==> src/rtl/pte_perm_pkg.sv <==
package pte_perm_pkg;

    typedef enum logic [1:0] {
        ACC_LOAD  = 2'd0,
        ACC_STORE = 2'd1,
        ACC_FETCH = 2'd2
    } acc_e;

    typedef enum logic [1:0] {
        CLS_NONE  = 2'd0,
        CLS_GUARD = 2'd1,
        CLS_PROT  = 2'd2
    } fclass_e;

    typedef enum logic [1:0] {
        ST_IDLE  = 2'd0,
        ST_CHECK = 2'd1,
        ST_WBACK = 2'd2,
        ST_DONE  = 2'd3
    } state_e;

    // cause word bit positions
    localparam int CB_GUARD   = 28;
    localparam int CB_PROT    = 27;
    localparam int CB_STORE   = 25;
    localparam int CB_TBLWALK = 21;

    // attribute encoding for non-idempotent I/O
    localparam logic [1:0] ATT_NIIO = 2'b10;

endpackage

==> src/rtl/pte_perm_eval.sv <==
module pte_perm_eval
    import pte_perm_pkg::*;
(
    input  logic [1:0] att,
    input  logic       priv,
    input  logic [2:0] eaa,
    input  acc_e       acc,
    input  logic       prob,
    input  logic       part,
    input  logic [2:0] amr,
    output logic [2:0] perm,
    output logic       guard,
    output logic       prot
);
    logic [2:0] base;
    logic [2:0] need;

    always_comb begin
        if (!part && priv && prob) begin
            base = 3'b000;
        end else if (!part && !priv && !prob) begin
            base = eaa & amr;
        end else begin
            base = eaa;
        end
    end

    always_comb begin
        unique case (acc)
            ACC_LOAD:  need = 3'b100;
            ACC_STORE: need = 3'b010;
            ACC_FETCH: need = 3'b001;
            default:   need = 3'b000;
        endcase
    end

    assign guard = (acc == ACC_FETCH) && (att == ATT_NIIO);
    assign prot  = !guard && ((need & ~base) != 3'b000);

    always_comb begin
        if (guard) begin
            perm = 3'b000;
        end else if (acc != ACC_STORE) begin
            perm = base & 3'b101;
        end else begin
            perm = base;
        end
    end
endmodule

==> src/rtl/pte_rc_merge.sv <==
module pte_rc_merge #(
    parameter int W       = 64,
    parameter int REF_BIT = 8,
    parameter int CHG_BIT = 7
) (
    input  logic [W-1:0] pte,
    input  logic         is_store,
    output logic [W-1:0] npte,
    output logic         changed
);
    localparam logic [W-1:0] REF_MASK = W'(1) << REF_BIT;
    localparam logic [W-1:0] CHG_MASK = W'(1) << CHG_BIT;

    assign npte    = pte | REF_MASK | (is_store ? CHG_MASK : '0);
    assign changed = (npte != pte);
endmodule

==> src/rtl/pte_cause_pack.sv <==
module pte_cause_pack
    import pte_perm_pkg::*;
#(
    parameter int CW = 32
) (
    input  logic          guard,
    input  logic          prot,
    input  logic          is_store,
    input  logic          part,
    input  logic          pdeaddr,
    output logic [CW-1:0] cause
);
    logic fault;
    assign fault = guard || prot;

    always_comb begin
        cause = '0;
        cause[CB_GUARD]   = guard;
        cause[CB_PROT]    = prot;
        cause[CB_STORE]   = fault && is_store;
        cause[CB_TBLWALK] = fault && part && pdeaddr;
    end
endmodule

==> src/rtl/pte_perm_rc.sv <==
module pte_perm_rc
    import pte_perm_pkg::*;
#(
    parameter int W        = 64,
    parameter int AW       = 64,
    parameter int CW       = 32,
    parameter int ATT_LO   = 4,
    parameter int PRIV_BIT = 3,
    parameter int RD_BIT   = 2,
    parameter int WR_BIT   = 1,
    parameter int EX_BIT   = 0,
    parameter int REF_BIT  = 8,
    parameter int CHG_BIT  = 7
) (
    input  logic          clk,
    input  logic          rst_n,
    input  logic          req_valid,
    output logic          req_ready,
    input  logic [W-1:0]  req_pte,
    input  logic [AW-1:0] req_addr,
    input  logic [1:0]    req_acc,
    input  logic          req_prob,
    input  logic          req_part,
    input  logic          req_pdeaddr,
    input  logic [2:0]    req_amr,
    output logic          rsp_valid,
    output logic [2:0]    rsp_perm,
    output logic          rsp_fault,
    output logic [1:0]    rsp_class,
    output logic [CW-1:0] rsp_cause,
    output logic          wr_valid,
    output logic [AW-1:0] wr_addr,
    output logic [W-1:0]  wr_data,
    input  logic          wr_done
);
    state_e        state, state_nx;

    logic [W-1:0]  pte_q;
    logic [AW-1:0] addr_q;
    acc_e          acc_q;
    logic          prob_q, part_q, pdea_q;
    logic [2:0]    amr_q;

    logic [2:0]    perm_q;
    logic [CW-1:0] cause_q;
    fclass_e       class_q;
    logic [W-1:0]  npte_q;

    logic [2:0]    perm_c;
    logic          guard_c, prot_c, changed_c;
    logic [W-1:0]  npte_c;
    logic [CW-1:0] cause_c;
    logic          is_store;

    assign is_store = (acc_q == ACC_STORE);

    pte_perm_eval u_eval (
        .att   (pte_q[ATT_LO +: 2]),
        .priv  (pte_q[PRIV_BIT]),
        .eaa   ({pte_q[RD_BIT], pte_q[WR_BIT], pte_q[EX_BIT]}),
        .acc   (acc_q),
        .prob  (prob_q),
        .part  (part_q),
        .amr   (amr_q),
        .perm  (perm_c),
        .guard (guard_c),
        .prot  (prot_c)
    );

    pte_rc_merge #(.W(W), .REF_BIT(REF_BIT), .CHG_BIT(CHG_BIT)) u_rc (
        .pte      (pte_q),
        .is_store (is_store),
        .npte     (npte_c),
        .changed  (changed_c)
    );

    pte_cause_pack #(.CW(CW)) u_cause (
        .guard    (guard_c),
        .prot     (prot_c),
        .is_store (is_store),
        .part     (part_q),
        .pdeaddr  (pdea_q),
        .cause    (cause_c)
    );

    // state register
    always_ff @(posedge clk) begin
        if (!rst_n) state <= ST_IDLE;
        else        state <= state_nx;
    end

    // transitions
    always_comb begin
        state_nx = state;
        unique case (state)
            ST_IDLE:  if (req_valid) state_nx = ST_CHECK;
            ST_CHECK: state_nx = (!guard_c && !prot_c && changed_c) ? ST_WBACK : ST_DONE;
            ST_WBACK: if (wr_done) state_nx = ST_DONE;
            ST_DONE:  state_nx = ST_IDLE;
            default:  state_nx = ST_IDLE;
        endcase
    end

    // request capture and result registers
    always_ff @(posedge clk) begin
        if (!rst_n) begin
            pte_q   <= '0;
            addr_q  <= '0;
            acc_q   <= ACC_LOAD;
            prob_q  <= 1'b0;
            part_q  <= 1'b0;
            pdea_q  <= 1'b0;
            amr_q   <= '0;
            perm_q  <= '0;
            cause_q <= '0;
            class_q <= CLS_NONE;
            npte_q  <= '0;
        end else begin
            unique case (state)
                ST_IDLE: if (req_valid) begin
                    pte_q  <= req_pte;
                    addr_q <= req_addr;
                    acc_q  <= acc_e'(req_acc);
                    prob_q <= req_prob;
                    part_q <= req_part;
                    pdea_q <= req_pdeaddr;
                    amr_q  <= req_amr;
                end
                ST_CHECK: begin
                    perm_q  <= perm_c;
                    cause_q <= cause_c;
                    npte_q  <= npte_c;
                    if (guard_c)     class_q <= CLS_GUARD;
                    else if (prot_c) class_q <= CLS_PROT;
                    else             class_q <= CLS_NONE;
                end
                default: ;
            endcase
        end
    end

    // outputs
    always_comb begin
        req_ready = (state == ST_IDLE);
        wr_valid  = (state == ST_WBACK);
        rsp_valid = (state == ST_DONE);
        wr_addr   = addr_q;
        wr_data   = npte_q;
        rsp_perm  = perm_q;
        rsp_cause = cause_q;
        rsp_class = class_q;
        rsp_fault = (class_q != CLS_NONE);
    end
endmodule

==> config.mk <==
export PLATFORM = sky130hd
export DESIGN_NAME = pte_perm_rc
export DESIGN_NICKNAME = d
export VERILOG_FILES = /design/src/rtl/pte_perm_pkg.sv /design/src/rtl/pte_perm_eval.sv /design/src/rtl/pte_rc_merge.sv /design/src/rtl/pte_cause_pack.sv /design/src/rtl/pte_perm_rc.sv
export SDC_FILE = /design/constraint.sdc
export NUM_CORES = 1
export LEC_CHECK = 0
export ABC_AREA = 1
export BUFFER_PORTS_ARGS = -buffer_cell sky130_fd_sc_hd__buf_2
export CAP_MARGIN = 0
export CORE_UTILIZATION = 25
export DETAILED_ROUTE_END_ITERATION = 6
export PLACE_DENSITY_LB_ADDON = 0.3
export SYNTH_ARGS = -nofsm -noshare
export SYNTH_HDL_FRONTEND = slang
export SYNTH_SLANG_ARGS = --single-unit
==> constraint.sdc <==
create_clock -name clk -period 1.5 [get_ports clk]
set_clock_uncertainty 0.1 [all_clocks]
set_input_delay 0.15 -clock clk [delete_from_list [all_inputs] [get_ports clk]]
set_output_delay 0.15 -clock clk [all_outputs]
set_load 0.01 [all_outputs]
Word level (Yosys, flattened, before mapping)
Index checks and enable logic that the tools add are counted.

Eq/ne operators: 10. Bitwise gates (word level): 4. Reductions and logical operators: 23. Multiplexer cells: 12.

Operators with widths (count): 64-bit != test (1); 64-bit bitwise OR (1); 1-bit logical AND (11); 2-bit two-way mux (5); 3-bit two-way mux (3); 3-bit one-hot mux with 3 select lines (1); 2-bit == test (second input constant) (4); 8-bit two-way mux (1); 2-bit one-hot mux with 4 select lines (1); 3-bit bitwise AND (2); 1-bit zero test (5); 2-bit by 1-bit == test with 1-bit output (second input constant) (2); 2-bit zero test (2); 2-bit by 1-bit != test with 1-bit output (second input constant) (2); 2-bit AND reduction (2); 3-bit NOT (1); 3-bit nonzero test (1); 2-bit != test (second input constant) (1); 2-bit nonzero test (1); 1-bit logical OR (1); 1-bit two-way mux (1).

Bits of input ports: 140. Word-level logic and storage cells: 61. Register bits: 211.

Depth between registers and ports, before layout
Gate-level depths: netlist (run 1).

Word-level depth: 14. Depth in mapped cells: 10.

By module
From an unflattened synthesis (run 1), not the netlist that was laid out.

Cells, all modules: 1192. Area total of the unflattened synthesis: 9167.5 µm².

Modules (own cells, without submodules): pte_perm_rc (area each 8276.7 µm², cells each 1054, seq. area each 4784.6 µm², instances 1); pte_rc_merge (area each 494.2 µm², cells each 68, seq. area each 0.0 µm², instances 1); pte_cause_pack (area each 250.2 µm², cells each 36, seq. area each 0.0 µm², instances 1); pte_perm_eval (area each 146.4 µm², cells each 34, seq. area each 0.0 µm², instances 1).

Least setup slack after synthesis (run 1)
No wires, ideal clock.

Path type: register to register. Start point: register state[0]. End point: register part_q. Clock period less this slack: 1.547 ns. Arrival time: 1.383 ns. Data required time: 1.336 ns. Setup slack: -0.047 ns. Library setup time: 0.064 ns. Path buffers: 2. Cell stages (with the launch flop): 8. Cell sequence: dfxtp_1 -> inv_1 -> ha_1 -> nand2_2 -> buf_2 -> clkbuf_1 -> o21ai_0 -> nor2_1.

Cells in the longest elaborated chain, start to end: 2.

Ends and longest elaborated chain: start: declaration (RTL line pte_perm_rc.sv:36) `state_e state, state_nx;`; start signal: assignment (RTL line pte_perm_rc.sv:89) `else state <= state_nx;`; 2-bit zero test; via req_ready (RTL line pte_perm_rc.sv:18) `output logic req_ready,`; 2-bit AND reduction (no line); end signal: assignment (RTL line pte_perm_rc.sv:125) `part_q <= req_part;`; end: declaration (RTL line pte_perm_rc.sv:41) `logic prob_q, part_q, pdea_q;`.

The timed path passes the listed nets, and every way through them passes these cells. A chain may end at the register's enable or synchronous reset.

Final worst setup path (run 1)
Start point: register state[0]. End point: output port req_ready.

Cells in the longest elaborated chain, start to end: 1.

Ends and longest elaborated chain: 2-bit zero test (RTL line pte_perm_rc.sv:144) `req_ready = (state == ST_IDLE);`; end: declaration (RTL line pte_perm_rc.sv:18).

Every way passes these cells.

==> out/metrics.yaml, run 1 <==
portBuffers: 280
p_leak_uw: 0.005453
clkLatencyLatePin_ns: 0.53
rows: 63
worstHoldStart: "req_addr[5]"
grt_overflow: 0
crit_family: "flip-flops"
r2r_slack_ns: 0
worstSetupStartpointType: "flip-flop"
via_per_inst: 4.234
synth_largest_area_cell: "dfxtp_1"
die_h_um: 175.8
worstSetupEndpointType: "primary output"
hold_depth: 4
place_congestion: 0.7535
timing.fmax_mhz: 658.8
clk_pin_slew_ns: 0.05
drc_errors: 0
synth.cell_area_um2: 7547
avgSynthCellArea_um2: 7.789
crit_chain: "inv_6, ha_4, buf_6"
synth_top_area_share_pct: 55.44
crit_required_ns: 1.25
hold_end: "wr_addr[5]$_SDFFE_PN0P_"
cts_num_sinks: 209
synth_top_family_by_area: "simple AND/OR/NAND/NOR gates"
violations: "negative setup slack"
synth-simple-area-share_pct: 20.49
ys_types: 22
p_per_area_nw_per_um2: 1847
synth_flop_cell: "dfxtp_1"
netlist_instances: 969
slowest_stage: "dfxtp_4"
place_area_um2: 9348
ant_nets: 0
hpwl_um: 15320
grt_usage_pct: 15.12
synth_compound_area_share_pct: 15.67
cap_viol_max_count: 0
htree_levels: 1
tns_ns: -0.03027
post-synth-top-count-cell: "nor2_1"
synth-async-reset-ratio_pct: 0
cts_buffers: 26
critPathMaxStageDelay_ns: 0.39
slew_violations: 0
rr_startpoint: "state[0]$_SDFFE_PN0P_"
fillerInstances: 3060
crit_arrival_ns: 1.27
status: "finished, violations left"
ys_top_cells_by_area: "dfxtp_1 (55%), nor2_1 (18%), o21ai_0 (13%)"
core_area_um2: 29640
rsz0062_at_grt: "true"
ys_warn_count: 0
cts_buffer_depth: 3
synthToLayoutAreaGrowth_pct: 55.42
critPathKind: "flip-flop to primary output"
min_path_type: "primary input to flip-flop"
r2r_cells: 6
crit_path_start: "state[0]$_SDFFE_PN0P_"
setup_violations: 2
period_minus_slack_ns: 1.518
synth_mux_area_share_pct: 0
fin_crit_sh_pct: 101.2
cts_tree: "yes"
grt_max_degree: 102
drt-total-wl_um: 24360
synthAdderAreaFrac_pct: 0.6631
final_area_um2: 11730
first_global_vias: 7065
synth_xor_xnor_area_share_pct: 0
start_util_pct: 25.46
peakVddDrop_mv: 0.8238
ios: 309
die-area_um2: 30890
layout.nets: 1513
fin_ws_ns: -0.01798
firstDrtPassIters: 4
cp_max_fo: 4
path_buf_inv: 2
chipWidth_um: 175.8
antenna_found_initial: 1
drt_iter0_drc: 367
synth_seq_cells: 209
r2r-end: "wr_addr[54]$_SDFFE_PN0P_"
synth_edf_count: 0
wl_per_cell_um: 13.73
cts_root_buf: "clkbuf_16"
grt_pass1_wl_um: 37480
hold_violations: 0
drive_above_1_share_pct: 26.59
vias: 7515
synth_common_cells: "nor2_1 (371), dfxtp_1 (209), o21ai_0 (203), clkbuf_1 (43), buf_4 (31)"
synth_seq_area_share_pct: 55.44
-- worst max-delay path by stage --
stage	slack, ns	cells past startpoint	endpoint
finish	-0.02	3	req_ready
global route	-0.06	3	req_ready
CTS	-0.06	3	wr_valid
detailed placement	-0.07	6	wr_addr[41]$_SDFFE_PN0P_
global placement	-0.04	6	wr_addr[41]$_SDFFE_PN0P_
floorplan	0.02	7	part_q$_SDFFE_PN0P_
-- per-stage QoR --
step | hold WS, ns | setup slack (ns) | power [uW] | cells | utilization, %
2_1_floorplan | 0.2144 | 0.01623 | 12200 | 996 | -
6_report | 0.3079 | -0.01798 | 21670 | 1775 | 39.58
5_1_grt | 0.3193 | -0.06329 | 23180 | 1775 | 39.58
3_5_place_dp | 0.3067 | -0.07195 | 15100 | 1590 | 31.54
3_3_place_gp | 0.2985 | -0.04140 | 15020 | 1590 | 31.54
4_1_cts | 0.2806 | -0.06402 | 21710 | 1773 | 39.24
-- area by class of cell --
class / count / area [um2] / area share (%)
Sequential cell: 209 / 4195 / 35.77
Multi-Input combinational cell: 670 / 2950 / 25.15
Clock inverter: 10 / 92.59 / 0.7893
Antenna cell: 1 / 2.502 / 0.02133
Clock buffer: 33 / 738.2 / 6.293
Timing Repair Buffer: 440 / 3168 / 27.01
Tap cell: 390 / 488.0 / 4.160
Inverter: 22 / 95.09 / 0.8107
-- placed cells by master (no fill, tap or decap) --
master         Yosys  routed
nor2_1           371     367
buf_2             20     275
dfxtp_1          209     204
o21ai_0          203     185
dlygate4sd3_1      0     139
conb_1             1      28
clkbuf_16          0      28
a21oi_1           27      27
o21ai_1            1      19
nand2_1           19      19
inv_1             18      16
buf_12             0      10
nand3_1            8       8
buf_4             31       7
buf_6              0       6
nor2_2             1       5
inv_2              4       4
clkinvlp_4         0       4
clkbuf_8           0       4
ha_4               0       3
clkinv_2           0       3
dfxtp_2            0       3
inv_6              0       2
nand2_2            3       2
clkbuf_1          43       2
buf_16             0       2
dfxtp_4            0       2
diode_2            0       1
or2_4              0       1
nand2_4            0       1
inv_8              0       1
a31oi_4            0       1
nor2_4             1       1
o22ai_1            1       1
a211oi_1           1       1
ha_2               0       1
bufinv_16          0       1
clkinv_4           0       1
-- state kept, by name (all words and copies together) (netlist names), 2 cells and up --
signal,count
rsp_perm,3
rsp_cause,3
wr_data,64
acc_q,2
pte_q,64
state,2
amr_q,3
wr_addr,64
-- kinds of logic (layout without fill, tap and decap cells) --
logic type      after synthesis  count (layout)
buf+inv                     117             505
flops                       209             209
simple gates                404             404
fa+ha+maj                     4               4
compound gates              234             234
other cells                   1              29
-- worst reg2reg max path: stages, from the launching register on --
cell,delay [ns]
dfxtp_4,0.39
inv_6,0.05
ha_4,0.18
nand2_4,0.16
buf_16,0.24
o21ai_0,0.18
nor2_1,0.12
-- per-layer routing --
| layer | routed length (um) | up-vias | global-route usage [%] |
|---|---|---|---|
| met5 | 0 | - | 0 |
| met4 | 490 | 0 | 3.804 |
| met3 | 1722 | 32 | 4.242 |
| met2 | 11010 | 247 | 24.95 |
| met1 | 11140 | 3385 | 19.29 |
| li1 | - | 3851 | - |
-- timing repair --
item,CTS,global route
buffers inserted,1,0
hold buffers,139,0
pin swaps,1,1
setup endpoints to repair,111,74
resized for setup,16,37
cloned,0,1
endpoints found under the hold margin,139,0
-- report_power, final --
part,total (uW),switching [uW],internal [uW],leakage (uW)
logic,7520,4450,3070,0.00333
registers,8090,820,7270,0.00173
clock network,6060,2430,3630,0.000399
total,21700,7700,14000,0.00545
Power figures use the tool's default switching activity.
==> inputs of run 2 (changes only) <==
--- a/config.mk
+++ b/config.mk
@@ -8,9 +8,11 @@
 export ABC_AREA = 1
 export BUFFER_PORTS_ARGS = -buffer_cell sky130_fd_sc_hd__buf_2
 export CAP_MARGIN = 0
+export CORE_MARGIN = 2
 export CORE_UTILIZATION = 25
 export DETAILED_ROUTE_END_ITERATION = 6
 export PLACE_DENSITY_LB_ADDON = 0.3
+export SKIP_CTS_REPAIR_TIMING = 1
 export SYNTH_ARGS = -nofsm -noshare
 export SYNTH_HDL_FRONTEND = slang
 export SYNTH_SLANG_ARGS = --single-unit
==> run 2 against run 1 <==
Effect of this change:
- the flow still finishes with violations (negative setup slack)
- setup slack got worse by 0.046 ns
- via count is 1.8% higher
- clock-buffer cell count shrank 1
- core utilization increased by 0.61 points
- sequential power about the same
- clock power grew 5.1%
- non-clock buffer count rose by 19
- power increased by 3.4%
- design area increased by 1.8%
- largest cell class unchanged
- highest routed layer unchanged
==> out/metrics.yaml, run 2 (synthesis gave the netlist of run 1 again) <==
status: "finished, violations left"  # unchanged
violations: "negative setup slack"  # unchanged
ant_nets: 0  # unchanged
fin_crit_sh_pct: 104.3  # was 101.2%
cap_viol_max_count: 0  # unchanged
crit_required_ns: 1.25  # about the same
clkLatencyLatePin_ns: 0.52  # was 0.53 ns
rows: 63  # unchanged
p_int_uw: 14620  # was 13970 uW
layout.nets: 1530  # was 1513
place_area_um2: 9470  # was 9348 um2
worstSetupEndpointType: "primary output"  # unchanged
synthToLayoutAreaGrowth_pct: 58.26  # was 55.42%
peakVddDrop_mv: 0.9166  # was 0.8238 mV
drc_errors: 0  # unchanged
final_cell_mix: "nor2_1 (366), buf_2 (275), dfxtp_1 (204), o21ai_0 (163), dlygate4sd3_1 (138)"  # was nor2_1 (367), buf_2 (275), dfxtp_1 (204), o21ai_0 (185), dlygate4sd3_1 (139)
start_util_pct: 25.40  # was 25.46%
hold_violations: 0  # unchanged
seq_power_share_pct: 36.2  # was 37.3%
critPathMaxStageDelay_ns: 0.34  # was 0.39 ns
place_inst: 1608  # was 1590
cts_tree: "yes"  # unchanged
hpwl_um: 15800  # was 15320 um
stdcell_count: 1793  # was 1775
grt_overflow: 0  # unchanged
antenna_found_initial: 0  # was 1
comb_power_share_pct: 35.4  # was 34.7%
drt-total-wl_um: 24980  # was 24360 um
vias: 7649  # was 7515
crit_top_cell: "buf_6"
worstSetupStartpointType: "flip-flop"  # unchanged
firstDrtPassIters: 5  # was 4
grt_pass1_wl_um: 34710  # was 37480 um
p_clk_share_pct: 28.4  # was 28.0%
antenna_cells: 0  # was 1
portBuffers: 280  # unchanged
slowest_stage: "dfxtp_2"  # was dfxtp_4
die_h_um: 177.8  # was 175.8 um
via_per_inst: 4.266  # was 4.234
timing.fmax_mhz: 639.2  # was 658.8 MHz
wl_per_cell_um: 13.93  # was 13.73 um
tns_ns: -0.1943  # was -0.03027 ns
cp_max_fo: 3  # was 4
slew_violations: 0  # unchanged
crit_chain: "inv_2, ha_4, buf_6, buf_6"  # was inv_6, ha_4, buf_6
final_area_um2: 11940  # was 11730 um2
min_path_type: "primary input to flip-flop"  # unchanged
place_congestion: 0.7423  # was 0.7535
p_per_area_nw_per_um2: 1876  # was 1847 nW/um2
rsz0062_at_grt: "true"  # unchanged
ios: 309  # unchanged
cts_num_sinks: 209  # unchanged
cts_root_buf: "clkbuf_16"  # unchanged
fin_ws_ns: -0.06443  # was -0.01798 ns
core_area_um2: 29720  # was 29640 um2
grt_max_degree: 91  # was 102
htree_levels: 1  # unchanged
critPathKind: "flip-flop to primary output"  # unchanged
drive_above_1_share_pct: 27.73  # was 26.59%
grt_usage_pct: 13.80  # was 15.12%
chipWidth_um: 177.8  # was 175.8 um
p_leak_uw: 0.005568  # was 0.005453 uW
layout_commonest_cell: "nor2_1"  # unchanged
switchingPower_uw: 7792  # was 7700 uW
drt_iter0_drc: 318  # was 367
setup_violations: 4  # was 2
clk_pin_slew_ns: 0.06  # was 0.05 ns
period_minus_slack_ns: 1.564  # was 1.518 ns
cts_buffer_depth: 3  # unchanged
cts_buffers: 24  # was 26
die-area_um2: 31600  # was 30890 um2
crit_arrival_ns: 1.31  # was 1.27 ns
sw_frac_of_total_pct: 34.77  # was 35.54%
first_global_vias: 6614  # was 7065
-- run 2: per-layer routing --
metal	global-route usage, %	vias up	part of all wire, %
met5	0	-	0
met4	3.996	0	2.3
met3	4.713	36	7.8
met2	22.84	256	47
met1	16.95	3472	43
li1	-	3885	-
-- run 2: worst max-delay path: cells and delay by family, from the launching register on --
| kind | cells | cell delay, ns |
|---|---|---|
| fa+ha+maj | 1 | 0.16 |
| buf+inv | 3 | 0.29 |
| flops | 1 | 0.34 |
-- run 2: power by group through the flow --
stage | Combinational [uW] | Sequential (uW) | Clock, uW
2_1_floorplan | 3580 | 8620 | 0
3_3_place_gp | 7120 | 8120 | 0
3_5_place_dp | 7150 | 8170 | 0
4_1_cts | 7170 | 8070 | 6570
5_1_grt | 8900 | 8320 | 6810
6_report | 7940 | 8100 | 6370
-- run 2: layout make-up --
| class | count | area, um2 |
|---|---|---|
| clock buffers | 32 | 671.9 |
| fillers | 3018 | 17770 |
| repair buffers | 459 | 3331 |
| flip-flops and latches | 209 | 4195 |
| multi-input cells | 670 | 2977 |
| clock inverters | 11 | 188.9 |
| well taps | 390 | 488.0 |
| inverters | 22 | 92.59 |
-- run 2: path summary, 6_finish.rpt --
kind / startpoint / to / slack (ns) / cells past startpoint
setup / recovery: state[0]$_SDFFE_PN0P_ / req_ready / -0.06 / 4
hold / removal: rst_n / pte_q[11]$_SDFFE_PN0P_ / 0.03 / 4
setup reg to reg: state[1]$_SDFFE_PN0P_ / wr_addr[18]$_SDFFE_PN0P_ / 0.01 / 7
hold reg to reg: amr_q[2]$_SDFFE_PN0P_ / amr_q[2]$_SDFFE_PN0P_ / 0.37 / 2
-- run 2: metrics by stage --
stage               setup slack, ns  total power [uW]  hold WS [ns]  util, %
global route                -0.1297             24030       0.04400    40.19
detailed placement         -0.03561             15330        0.3061    31.87
floorplan                   0.01623             12200        0.2144        -
finish                     -0.06443             22410       0.03162    40.19
global placement           0.007076             15240        0.2966    31.87
CTS                         -0.2105             21820       -0.2490    34.76
==> inputs of run 3 (changes only) <==
--- a/config.mk
+++ b/config.mk
@@ -11,6 +11,7 @@
 export CORE_MARGIN = 2
 export CORE_UTILIZATION = 25
 export DETAILED_ROUTE_END_ITERATION = 6
+export HOLD_SLACK_MARGIN = 0.15
 export PLACE_DENSITY_LB_ADDON = 0.3
 export SKIP_CTS_REPAIR_TIMING = 1
 export SYNTH_ARGS = -nofsm -noshare
==> run 3 against run 2 <==
Effect of this change:
- the flow still finishes with violations (negative setup slack)
- cell count barely moved
- setup slack barely moved
- non-clock buffer count rose by 1
- critical path depth did not move
- power barely moved
- fmax barely moved
- highest routed layer unchanged
==> out/metrics.yaml, run 3 (synthesis gave the netlist of run 1 again) <==
critPathMaxStageDelay_ns: 0.34  # about the same
die-area_um2: 31600  # unchanged
crit_arrival_ns: 1.31  # about the same
drt-total-wl_um: 24970  # was 24980 um
period_minus_slack_ns: 1.564  # about the same
drt_iter0_drc: 320  # was 318
final_cell_mix: "nor2_1 (366), buf_2 (275), dfxtp_1 (204), o21ai_0 (163), dlygate4sd3_1 (139)"  # was nor2_1 (366), buf_2 (275), dfxtp_1 (204), o21ai_0 (163), dlygate4sd3_1 (138)
synthToLayoutAreaGrowth_pct: 58.39  # was 58.26%
rsz0062_at_grt: "true"  # unchanged
grt_overflow: 0  # unchanged
slew_violations: 0  # unchanged
die_h_um: 177.8  # unchanged
cts_num_sinks: 209  # unchanged
min_path_type: "primary input to flip-flop"  # unchanged
final_area_um2: 11950  # was 11940 um2
hold_depth: 4  # unchanged
layout_commonest_cell: "nor2_1"  # unchanged
seq_power_share_pct: 36.2  # about the same
clk_pin_slew_ns: 0.06  # about the same
crit_required_ns: 1.25  # about the same
peakVddDrop_mv: 0.9145  # was 0.9166 mV
grt_max_degree: 91  # unchanged
place_area_um2: 9470  # unchanged
fin_crit_sh_pct: 104.3  # about the same
crit_top_cell: "buf_6"  # unchanged
ant_nets: 0  # unchanged
portBuffers: 280  # unchanged
cts_buffer_depth: 3  # unchanged
place_congestion: 0.7423  # unchanged
comb_power_share_pct: 35.4  # about the same
htree_levels: 1  # unchanged
violations: "negative setup slack"  # unchanged
worstSetupStartpointType: "flip-flop"  # unchanged
antenna_cells: 0  # unchanged
drive_above_1_share_pct: 27.71  # was 27.73%
slowest_stage: "dfxtp_2"  # unchanged
stdcell_count: 1794  # was 1793
chipWidth_um: 177.8  # unchanged
sw_frac_of_total_pct: 34.76  # was 34.77%
wl_per_cell_um: 13.92  # was 13.93 um
rows: 63  # unchanged
worstSetupEndpointType: "primary output"  # unchanged
cp_max_fo: 3  # unchanged
fillerInstances: 3017  # was 3018
hold_violations: 0  # unchanged
first_global_vias: 6614  # unchanged
place_ws_ns: -0.03561  # unchanged
timing.fmax_mhz: 639.2  # about the same
cts_buffers: 24  # unchanged
grt_pass1_wl_um: 34710  # unchanged
p_int_uw: 14620  # about the same
r2r_cells: 7  # unchanged
fin_ws_ns: -0.06437  # was -0.06443 ns
drc_errors: 0  # unchanged
cap_viol_max_count: 0  # unchanged
setup_violations: 4  # unchanged
p_per_area_nw_per_um2: 1875  # was 1876 nW/um2
vias: 7658  # was 7649
critPathKind: "flip-flop to primary output"  # unchanged
start_util_pct: 25.40  # unchanged
p_clk_share_pct: 28.4  # about the same
antenna_found_initial: 0  # unchanged
crit_chain: "inv_2, ha_4, buf_6, buf_6"  # unchanged
finalCoreUtilization_pct: 40.23  # was 40.19%
status: "finished, violations left"  # unchanged
switchingPower_uw: 7790  # was 7792 uW
hpwl_um: 15800  # unchanged
layout.nets: 1531  # was 1530
clkLatencyLatePin_ns: 0.52  # about the same
core_area_um2: 29720  # unchanged
cts_root_buf: "clkbuf_16"  # unchanged
grt_usage_pct: 13.80  # unchanged
ios: 309  # unchanged
place_inst: 1608  # unchanged
via_per_inst: 4.269  # was 4.266
power_uw: 22410  # about the same
firstDrtPassIters: 7  # was 5
p_leak_uw: 0.005573  # was 0.005568 uW
cts_tree: "yes"  # unchanged
-- run 3: power by group through the flow --
stage | clock (uW) | sequential, uW | combinational [uW]
floorplan | 0 | 8620 | 3580
global placement | 0 | 8120 | 7120
detailed placement | 0 | 8170 | 7150
CTS | 6570 | 8070 | 7170
global route | 6810 | 8320 | 8900
finish | 6370 | 8110 | 7940
-- run 3: cell type report --
class / count / area (um2) / area share, %
clock inverters: 11 / 188.9 / 1.580
well taps: 390 / 488.0 / 4.082
clock buffers: 32 / 671.9 / 5.621
flip-flops and latches: 209 / 4195 / 35.10
multi-input cells: 670 / 2977 / 24.90
inverters: 22 / 92.59 / 0.7745
repair buffers: 460 / 3341 / 27.95
-- run 3: metrics by stage --
| step | TNS (ns) | hold slack (ns) |
|---|---|---|
| 5_1_grt | -0.6123 | 0.2953 |
| 6_report | -0.1945 | 0.2974 |
| 2_1_floorplan | 0 | 0.2144 |
| 3_3_place_gp | 0 | 0.2966 |
| 3_5_place_dp | -0.03733 | 0.3061 |
| 4_1_cts | -0.8084 | -0.2490 |
-- run 3: per-layer routing --
| layer | track usage (%) | up-vias | wire length [um] |
|---|---|---|---|
| met5 | 0 | - | 0 |
| met2 | 22.84 | 256 | 11620 |
| met3 | 4.713 | 37 | 1928 |
| li1 | - | 3886 | - |
| met1 | 16.95 | 3479 | 10850 |
| met4 | 3.996 | 0 | 573 |
-- run 3: final timing paths --
check	slack, ns	to	from
worst max register to register	0.01	wr_addr[18]$_SDFFE_PN0P_	state[1]$_SDFFE_PN0P_
worst max-delay path	-0.06	req_ready	state[0]$_SDFFE_PN0P_
worst min-delay path	0.30	wr_addr[56]$_SDFFE_PN0P_	req_addr[56]
worst min register to register	0.37	amr_q[2]$_SDFFE_PN0P_	amr_q[2]$_SDFFE_PN0P_
-- run 3: critical path: cells and delay by family, from the launching register on --
family | cells | cell delay [ns]
adders and majority gates | 1 | 0.16
buffers and inverters | 3 | 0.29
DFF | 1 | 0.34
